## config.mk

```make
export PLATFORM = sky130hd
export DESIGN_NAME = change_packer
export DESIGN_NICKNAME = d
export VERILOG_FILES = /design/src/rtl/pack_pkg.sv /design/src/rtl/pack_tick_ctr.sv /design/src/rtl/pack_pos_ctr.sv /design/src/rtl/pack_change_det.sv /design/src/rtl/change_packer.sv
export SDC_FILE = /design/constraint.sdc
export NUM_CORES = 1
export LEC_CHECK = 0
export BUFFER_PORTS_ARGS = -buffer_cell sky130_fd_sc_hd__buf_2
export CAP_MARGIN = 20
export CORE_ASPECT_RATIO = 0.6
export CORE_MARGIN = 5
export CORE_UTILIZATION = 51
export DETAILED_ROUTE_END_ITERATION = 16
export GPL_ROUTABILITY_DRIVEN = 0
export PLACE_DENSITY = 0.73
export SYNTH_ARGS = -nofsm -noshare
export SYNTH_HDL_FRONTEND = slang
export SYNTH_HIERARCHICAL = 1
export SYNTH_SLANG_ARGS = --single-unit
```

## constraint.sdc

```tcl
create_clock -name clk -period 3 [get_ports clk]
set_clock_uncertainty 0.15 [all_clocks]
set_input_delay 0.15 -clock clk [delete_from_list [all_inputs] [get_ports clk]]
set_output_delay 0.15 -clock clk [all_outputs]
set_load 0.02 [all_outputs]
```

## src/rtl/pack_pkg.sv

```systemverilog
package pack_pkg;
    localparam int EV_PER_CL = 7;

    typedef enum logic [2:0] {
        PK_IDLE,
        PK_PAD,
        PK_STAMP,
        PK_EVENT,
        PK_DONE
    } pk_state_t;
endpackage

```

## src/rtl/pack_tick_ctr.sv

```systemverilog
module pack_tick_ctr #(
    parameter int TS_W = 16
) (
    input  logic            clk,
    input  logic            rst_n,
    input  logic            step,
    output logic [TS_W-1:0] cnt
);
    always_ff @(posedge clk) begin
        if (!rst_n)
            cnt <= '0;
        else if (step)
            cnt <= cnt + 1'b1;
    end
endmodule

```

## src/rtl/pack_pos_ctr.sv

```systemverilog
module pack_pos_ctr #(
    parameter int POS_W = 24
) (
    input  logic             clk,
    input  logic             rst_n,
    input  logic             adv,
    output logic [POS_W-1:0] pos,
    output logic             round
);
    always_ff @(posedge clk) begin
        if (!rst_n) begin
            pos   <= '0;
            round <= 1'b0;
        end else if (adv) begin
            pos <= pos + 1'b1;
            if (&pos)
                round <= 1'b1;
        end
    end


    round_sticky_chk: assert property (@(posedge clk) disable iff (!rst_n)
        round |=> round);
endmodule

```

## src/rtl/pack_change_det.sv

```systemverilog
module pack_change_det #(
    parameter int DATA_W = 16,
    parameter int TS_W   = 16
) (
    input  logic [DATA_W-1:0] smp,
    input  logic [DATA_W-1:0] last,
    input  logic              first,
    input  logic [TS_W-1:0]   tick,
    input  logic              open,
    input  logic [TS_W-1:0]   ts,
    input  logic [2:0]        nev,
    output logic              chg,
    output logic              append
);
    logic [TS_W-1:0] nxt_tick;
    logic            wrap_tick;

    always_comb begin
        nxt_tick  = ts + TS_W'(nev);
        wrap_tick = (tick == '0);
        chg       = first || (smp != last) || wrap_tick;
        append    = open && !wrap_tick && (tick == nxt_tick);
    end
endmodule

```

## src/rtl/change_packer.sv

```systemverilog
module change_packer
    import pack_pkg::*;
#(
    parameter int DATA_W    = 16,
    parameter int TS_W      = 16,
    parameter int ROW_BITS  = 15,
    parameter int WORD_BITS = 9,
    localparam int POS_W    = ROW_BITS + WORD_BITS
) (
    input  logic              clk,
    input  logic              rst_n,
    input  logic              tick_en,
    input  logic [DATA_W-1:0] sample_in,
    input  logic              stop_req,
    output logic              wr_en,
    output logic [POS_W-1:0]  wr_addr,
    output logic [DATA_W-1:0] wr_data,
    output logic [POS_W-1:0]  wr_pos,
    output logic              round_done,
    output logic              stop_done,
    output logic [POS_W-1:0]  stop_pos
);
    pk_state_t         state_q;
    logic [TS_W-1:0]   cnt;
    logic [TS_W-1:0]   ts_q, stamp_q;
    logic [DATA_W-1:0] last_q, smp_q;
    logic [2:0]        nev_q, pad_q;
    logic              open_q, first_q, flush_q;
    logic              chg, append;

    pack_tick_ctr #(.TS_W(TS_W)) u_tick (
        .clk  (clk),
        .rst_n(rst_n),
        .step (tick_en && state_q != PK_DONE),
        .cnt  (cnt)
    );

    pack_pos_ctr #(.POS_W(POS_W)) u_pos (
        .clk  (clk),
        .rst_n(rst_n),
        .adv  (wr_en),
        .pos  (wr_pos),
        .round(round_done)
    );

    pack_change_det #(.DATA_W(DATA_W), .TS_W(TS_W)) u_det (
        .smp   (sample_in),
        .last  (last_q),
        .first (first_q),
        .tick  (cnt),
        .open  (open_q),
        .ts    (ts_q),
        .nev   (nev_q),
        .chg   (chg),
        .append(append)
    );

    // State register and cluster bookkeeping
    always_ff @(posedge clk) begin
        if (!rst_n) begin
            state_q <= PK_IDLE;
            ts_q    <= '0;
            stamp_q <= '0;
            last_q  <= '0;
            smp_q   <= '0;
            nev_q   <= '0;
            pad_q   <= '0;
            open_q  <= 1'b0;
            first_q <= 1'b1;
            flush_q <= 1'b0;
        end else begin
            unique case (state_q)
                PK_IDLE: begin
                    if (stop_req) begin
                        flush_q <= 1'b1;
                        if (open_q) begin
                            pad_q   <= 3'(EV_PER_CL) - nev_q;
                            state_q <= PK_PAD;
                        end else begin
                            state_q <= PK_DONE;
                        end
                    end else if (tick_en && chg) begin
                        smp_q <= sample_in;
                        if (append) begin
                            state_q <= PK_EVENT;
                        end else begin
                            stamp_q <= cnt;
                            if (open_q) begin
                                pad_q   <= 3'(EV_PER_CL) - nev_q;
                                state_q <= PK_PAD;
                            end else begin
                                state_q <= PK_STAMP;
                            end
                        end
                    end
                end
                PK_PAD: begin
                    pad_q <= pad_q - 1'b1;
                    if (pad_q == 3'd1) begin
                        open_q  <= 1'b0;
                        state_q <= flush_q ? PK_DONE : PK_STAMP;
                    end
                end
                PK_STAMP: begin
                    ts_q    <= stamp_q;
                    nev_q   <= '0;
                    open_q  <= 1'b1;
                    state_q <= PK_EVENT;
                end
                PK_EVENT: begin
                    nev_q   <= nev_q + 1'b1;
                    last_q  <= smp_q;
                    first_q <= 1'b0;
                    if (nev_q == 3'(EV_PER_CL - 1))
                        open_q <= 1'b0;
                    state_q <= PK_IDLE;
                end
                PK_DONE: state_q <= PK_DONE;
                default: state_q <= PK_IDLE;
            endcase
        end
    end

    // Outputs
    always_comb begin
        wr_en   = 1'b0;
        wr_data = '0;
        unique case (state_q)
            PK_PAD:   begin wr_en = 1'b1; wr_data = last_q; end
            PK_STAMP: begin wr_en = 1'b1; wr_data = DATA_W'(stamp_q); end
            PK_EVENT: begin wr_en = 1'b1; wr_data = smp_q; end
            default:  begin wr_en = 1'b0; wr_data = '0; end
        endcase
        wr_addr   = wr_pos;
        stop_done = (state_q == PK_DONE);
        stop_pos  = stop_done ? wr_pos : '0;
    end


    stamp_then_event_chk: assert property (@(posedge clk) disable iff (!rst_n)
        (state_q == PK_STAMP) |=> (wr_en && state_q == PK_EVENT));


    no_change_quiet_chk: assert property (@(posedge clk) disable iff (!rst_n)
        (state_q == PK_IDLE && tick_en && !stop_req && !first_q &&
         sample_in == last_q && cnt != '0) |=> !wr_en);


    nev_bound_chk: assert property (@(posedge clk) disable iff (!rst_n)
        open_q |-> (nev_q < 3'(EV_PER_CL)));


    done_quiet_chk: assert property (@(posedge clk) disable iff (!rst_n)
        stop_done |=> (!wr_en && $stable(wr_pos) && stop_done));
endmodule

```

==> metrics.json <==
{
  "timing": {
    "slew_violations": 0,
    "finalSetupViolations": 15,
    "slew_headroom_pct": 45.2,
    "worstMarginPinSlew_ps": 822,
    "hold_viol": 0,
    "maxClockFrequency_mhz": 318,
    "worst_slack_ps": -141,
    "period_share_pct": 105,
    "finalSetupTns_ps": -407,
    "fin_crit_ps": 3140,
    "grt_setup_unrepaired": "yes"
  },
  "layout": {
    "antenna_cells": 0,
    "finalNonFillerCells": 1096,
    "areaGrowthSynthToFinish_pct": 25.2,
    "drive_gt1_share_pct": 26.0,
    "fin_area_um2": 8280,
    "final_net_count": 943
  },
  "yosys": {
    "netlist_instances": 796,
    "post_synth_xor_area_fraction_pct": 8.21,
    "synth_area_leader_cell": "dfxtp_1",
    "post_synth_and_or_nand_nor_area_fraction_pct": 26.2,
    "synth.mux.area_fraction_pct": 6.52,
    "synthAdderAreaFrac_pct": 2.00,
    "synth_area_leaders": "dfxtp_1 35%, nand2_1 6.9%, a21boi_0 5.3%, xnor2_1 4.9%, mux2i_1 3.6%",
    "number_of_enable_type_register_cells_in_the_synthesized_netlist": 0,
    "synth_top_cell_area_share_pct": 35.4,
    "synth.net_count": 826,
    "yosysWarningCount": 6,
    "ys_seq_elements": 117,
    "yosys_most_used_dff": "dfxtp_1",
    "post_synthesis_mean_instance_area_um2": 8.31,
    "yosys.cell_count.top_type": "nand2_1",
    "number_of_library_cell_types_mapped_by_synthesis": 70,
    "most_instantiated_cells_after_synthesis": "122 x nand2_1, 117 x dfxtp_1, 50 x nor2_1, 47 x a21boi_0, 40 x clkbuf_1",
    "netlist_area_um2": 6620,
    "synth_top_family_by_area": "simple AND/OR/NAND/NOR gates",
    "ys_seq_area_share_pct": 35.4,
    "synth-async-reset-ratio_pct": 0,
    "synth_compound_gate_area_share_pct": 14.6
  },
  "worst_setup_path": {
    "critPathTopFamily": "compound AO/OA/AOI/OAI gates",
    "worst-path-max-fanout": 4,
    "crit_path_cell_trace": "ha_4 -> fa_2 -> a21oi_4 -> buf_6 -> nor4_2 -> xnor2_1 -> nand4_1 -> a2111oi_4 -> and3b_2 -> o211ai_1 -> mux2i_1",
    "timing.critical_path.to_type": "flip-flop",
    "critPathBufInv": 1,
    "critical_path.slowest_cell": "a2111oi_4",
    "timing.critical_path.slowest_cell_delay_ps": 440,
    "setup.worst_path.class": "reg2reg",
    "data_arrival_time_of_the_worst_path_ps": 3330,
    "required_ps": 3190,
    "timing.critical_path.from_type": "flip-flop"
  },
  "drt": {
    "drt-vias-per-instance": 5.77,
    "wirelength_routed_mm": 18.7,
    "routedWlPerCell_um": 17.0,
    "drt-pass1-iter-count": 5,
    "initialDrtViolationCount": 497,
    "num_vias": 6321,
    "detail-route-antenna-nets": 0,
    "drt_drc_violations_left": 0
  },
  "power_and_ir_drop": {
    "power.leakage_nw": 3.43,
    "clockPowerShare_pct": 43.1,
    "power.switching_fraction_pct": 31.7,
    "power.ir.vdd_worst_mv": 0.402,
    "pwr-share-seq_pct": 34.3,
    "pwr_density_cell_nw_per_um2": 614,
    "net_switching_component_of_the_power_mw": 1.61,
    "fin_total_pwr_mw": 5.09,
    "internal-power_mw": 3.47,
    "power.combinational.fraction_pct": 22.6
  },
  "grt": {
    "grt_pass1_wl_mm": 29.7,
    "antenna_violations_before_repair": 0,
    "grt_use_total_pct": 23.6,
    "grt_max_degree": 79,
    "number_of_global_route_vias_before_repair": 5832,
    "globalRouteOverflowTotal": 0
  },
  "floorplanning": {
    "die_y_um": 98.2,
    "coreArea_um2": 12800,
    "io_pins": 111,
    "std_cell_rows": 32,
    "fp.dieArea_um2": 15400,
    "die_w_um": 157,
    "initial_utilization_pct": 51.8
  },
  "worst_hold_path": {
    "hold_path_class": "in2reg"
  },
  "outcome": {
    "violations": "setup timing",
    "run_status": "complete, but fails checks"
  },
  "place": {
    "post-place-ws_ps": -249,
    "place_inst": 1038,
    "hpwlAfterDp_mm": 12.2,
    "number_of_buffers_inserted_by_port_buffering": 110,
    "post_dp_cell_area_um2": 7260
  },
  "cts": {
    "clock_tree_from_tritoncts": "built",
    "ctsRootBufferMaster": "clkbuf_16",
    "clkSlewWorstSetupHoldPaths_ps": 60,
    "cts_max_level": 4,
    "cts_max_path_buffers": 2,
    "numClockSinks": 117,
    "tritoncts.num_buffers": 17,
    "clock_latency_ps": 410
  },
  "run": {
    "maxCapViolCount": 0
  }
}
per-stage QoR:
step           hold WS (ps)  utilization [%]
2_1_floorplan           119                -
3_3_place_gp            275             56.9
3_5_place_dp            281             56.9
4_1_cts                 113             64.2
5_1_grt                 136             64.8
6_report                141             64.8
timing repair:
item / CTS / global route
hold buffers: 17 / 0
setup buffers: 8 / 1
gates resized for setup: 12 / 17
hold endpoints to repair: 18 / 0
setup endpoints to repair: 20 / 21
pin swaps: 12 / 12
worst reg2reg max path, delay by kind of cell (launching register included):
kind | cells | cell delay, ps
buffers and inverters | 1 | 140
AOI/OAI and AO/OA | 3 | 950
adders and majority gates | 2 | 550
xor gates and xnor gates | 1 | 190
muxes | 1 | 230
and+or+nand+nor | 3 | 520
DFF | 1 | 330
sequential cells by signal, summed over array words and instances (netlist names), 3 cells and up:
| register | cells |
|---|---|
| last_q | 16 |
| ts_q | 16 |
| pad_q | 3 |
| u_tick/cnt | 16 |
| nev_q | 3 |
| state_q | 3 |
| stamp_q | 16 |
| smp_q | 16 |
| u_pos/pos | 24 |
kinds of logic after synthesis:
group | after synthesis
xor gates and xnor gates | 62
AOI/OAI and AO/OA | 142
DFF | 117
muxes | 41
and+or+nand+nor | 336
adders and majority gates | 10
buffers and inverters | 88
worst paths after layout:
kind | to | from | cells after the start | slack [ps]
max | pad_q[0] | nev_q[0] | 11 | -140
min | u_pos/round | rst_n | 3 | 140
max reg2reg | pad_q[0] | nev_q[0] | 11 | -140
min reg2reg | first_q | first_q | 2 | 300
power by group through the flow:
stage               Combinational, mW  Clock, mW  Sequential (mW)
finish                           1.15       2.19             1.74
global route                     1.24       2.29             1.76
CTS                              1.13       2.21             1.74
floorplan                       0.776          0             1.76
global placement                 1.06          0             1.77
detailed placement               1.07          0             1.77
layer usage:
metal	routed length, µm	GRT usage [%]
met5	0	0
met4	224	6.15
met3	1660	5.36
met2	8060	34.1
met1	8710	35.2
final cells by class:
class	count	area (µm²)
clock buffers	18	439
inverters	16	60.1
multi-input cells	591	3930
flip-flops and latches	117	2350
fillers	1055	4490
well taps	170	213
clock inverters	14	201
repair buffers	170	1090
placed cells by master, fill, tap and decap left out, drive strengths merged, types with 25 or more instances in the layout:
| cell type | count |
|---|---|
| buf | 153 |
| nand2 | 122 |
| dfxtp | 117 |
| a21boi | 51 |
| nor2 | 50 |
| xnor2 | 37 |
| o21ai | 33 |
| nand3 | 32 |
| and3 | 28 |
| xor2 | 25 |
No activity file was read; power rests on OpenSTA's default activity.
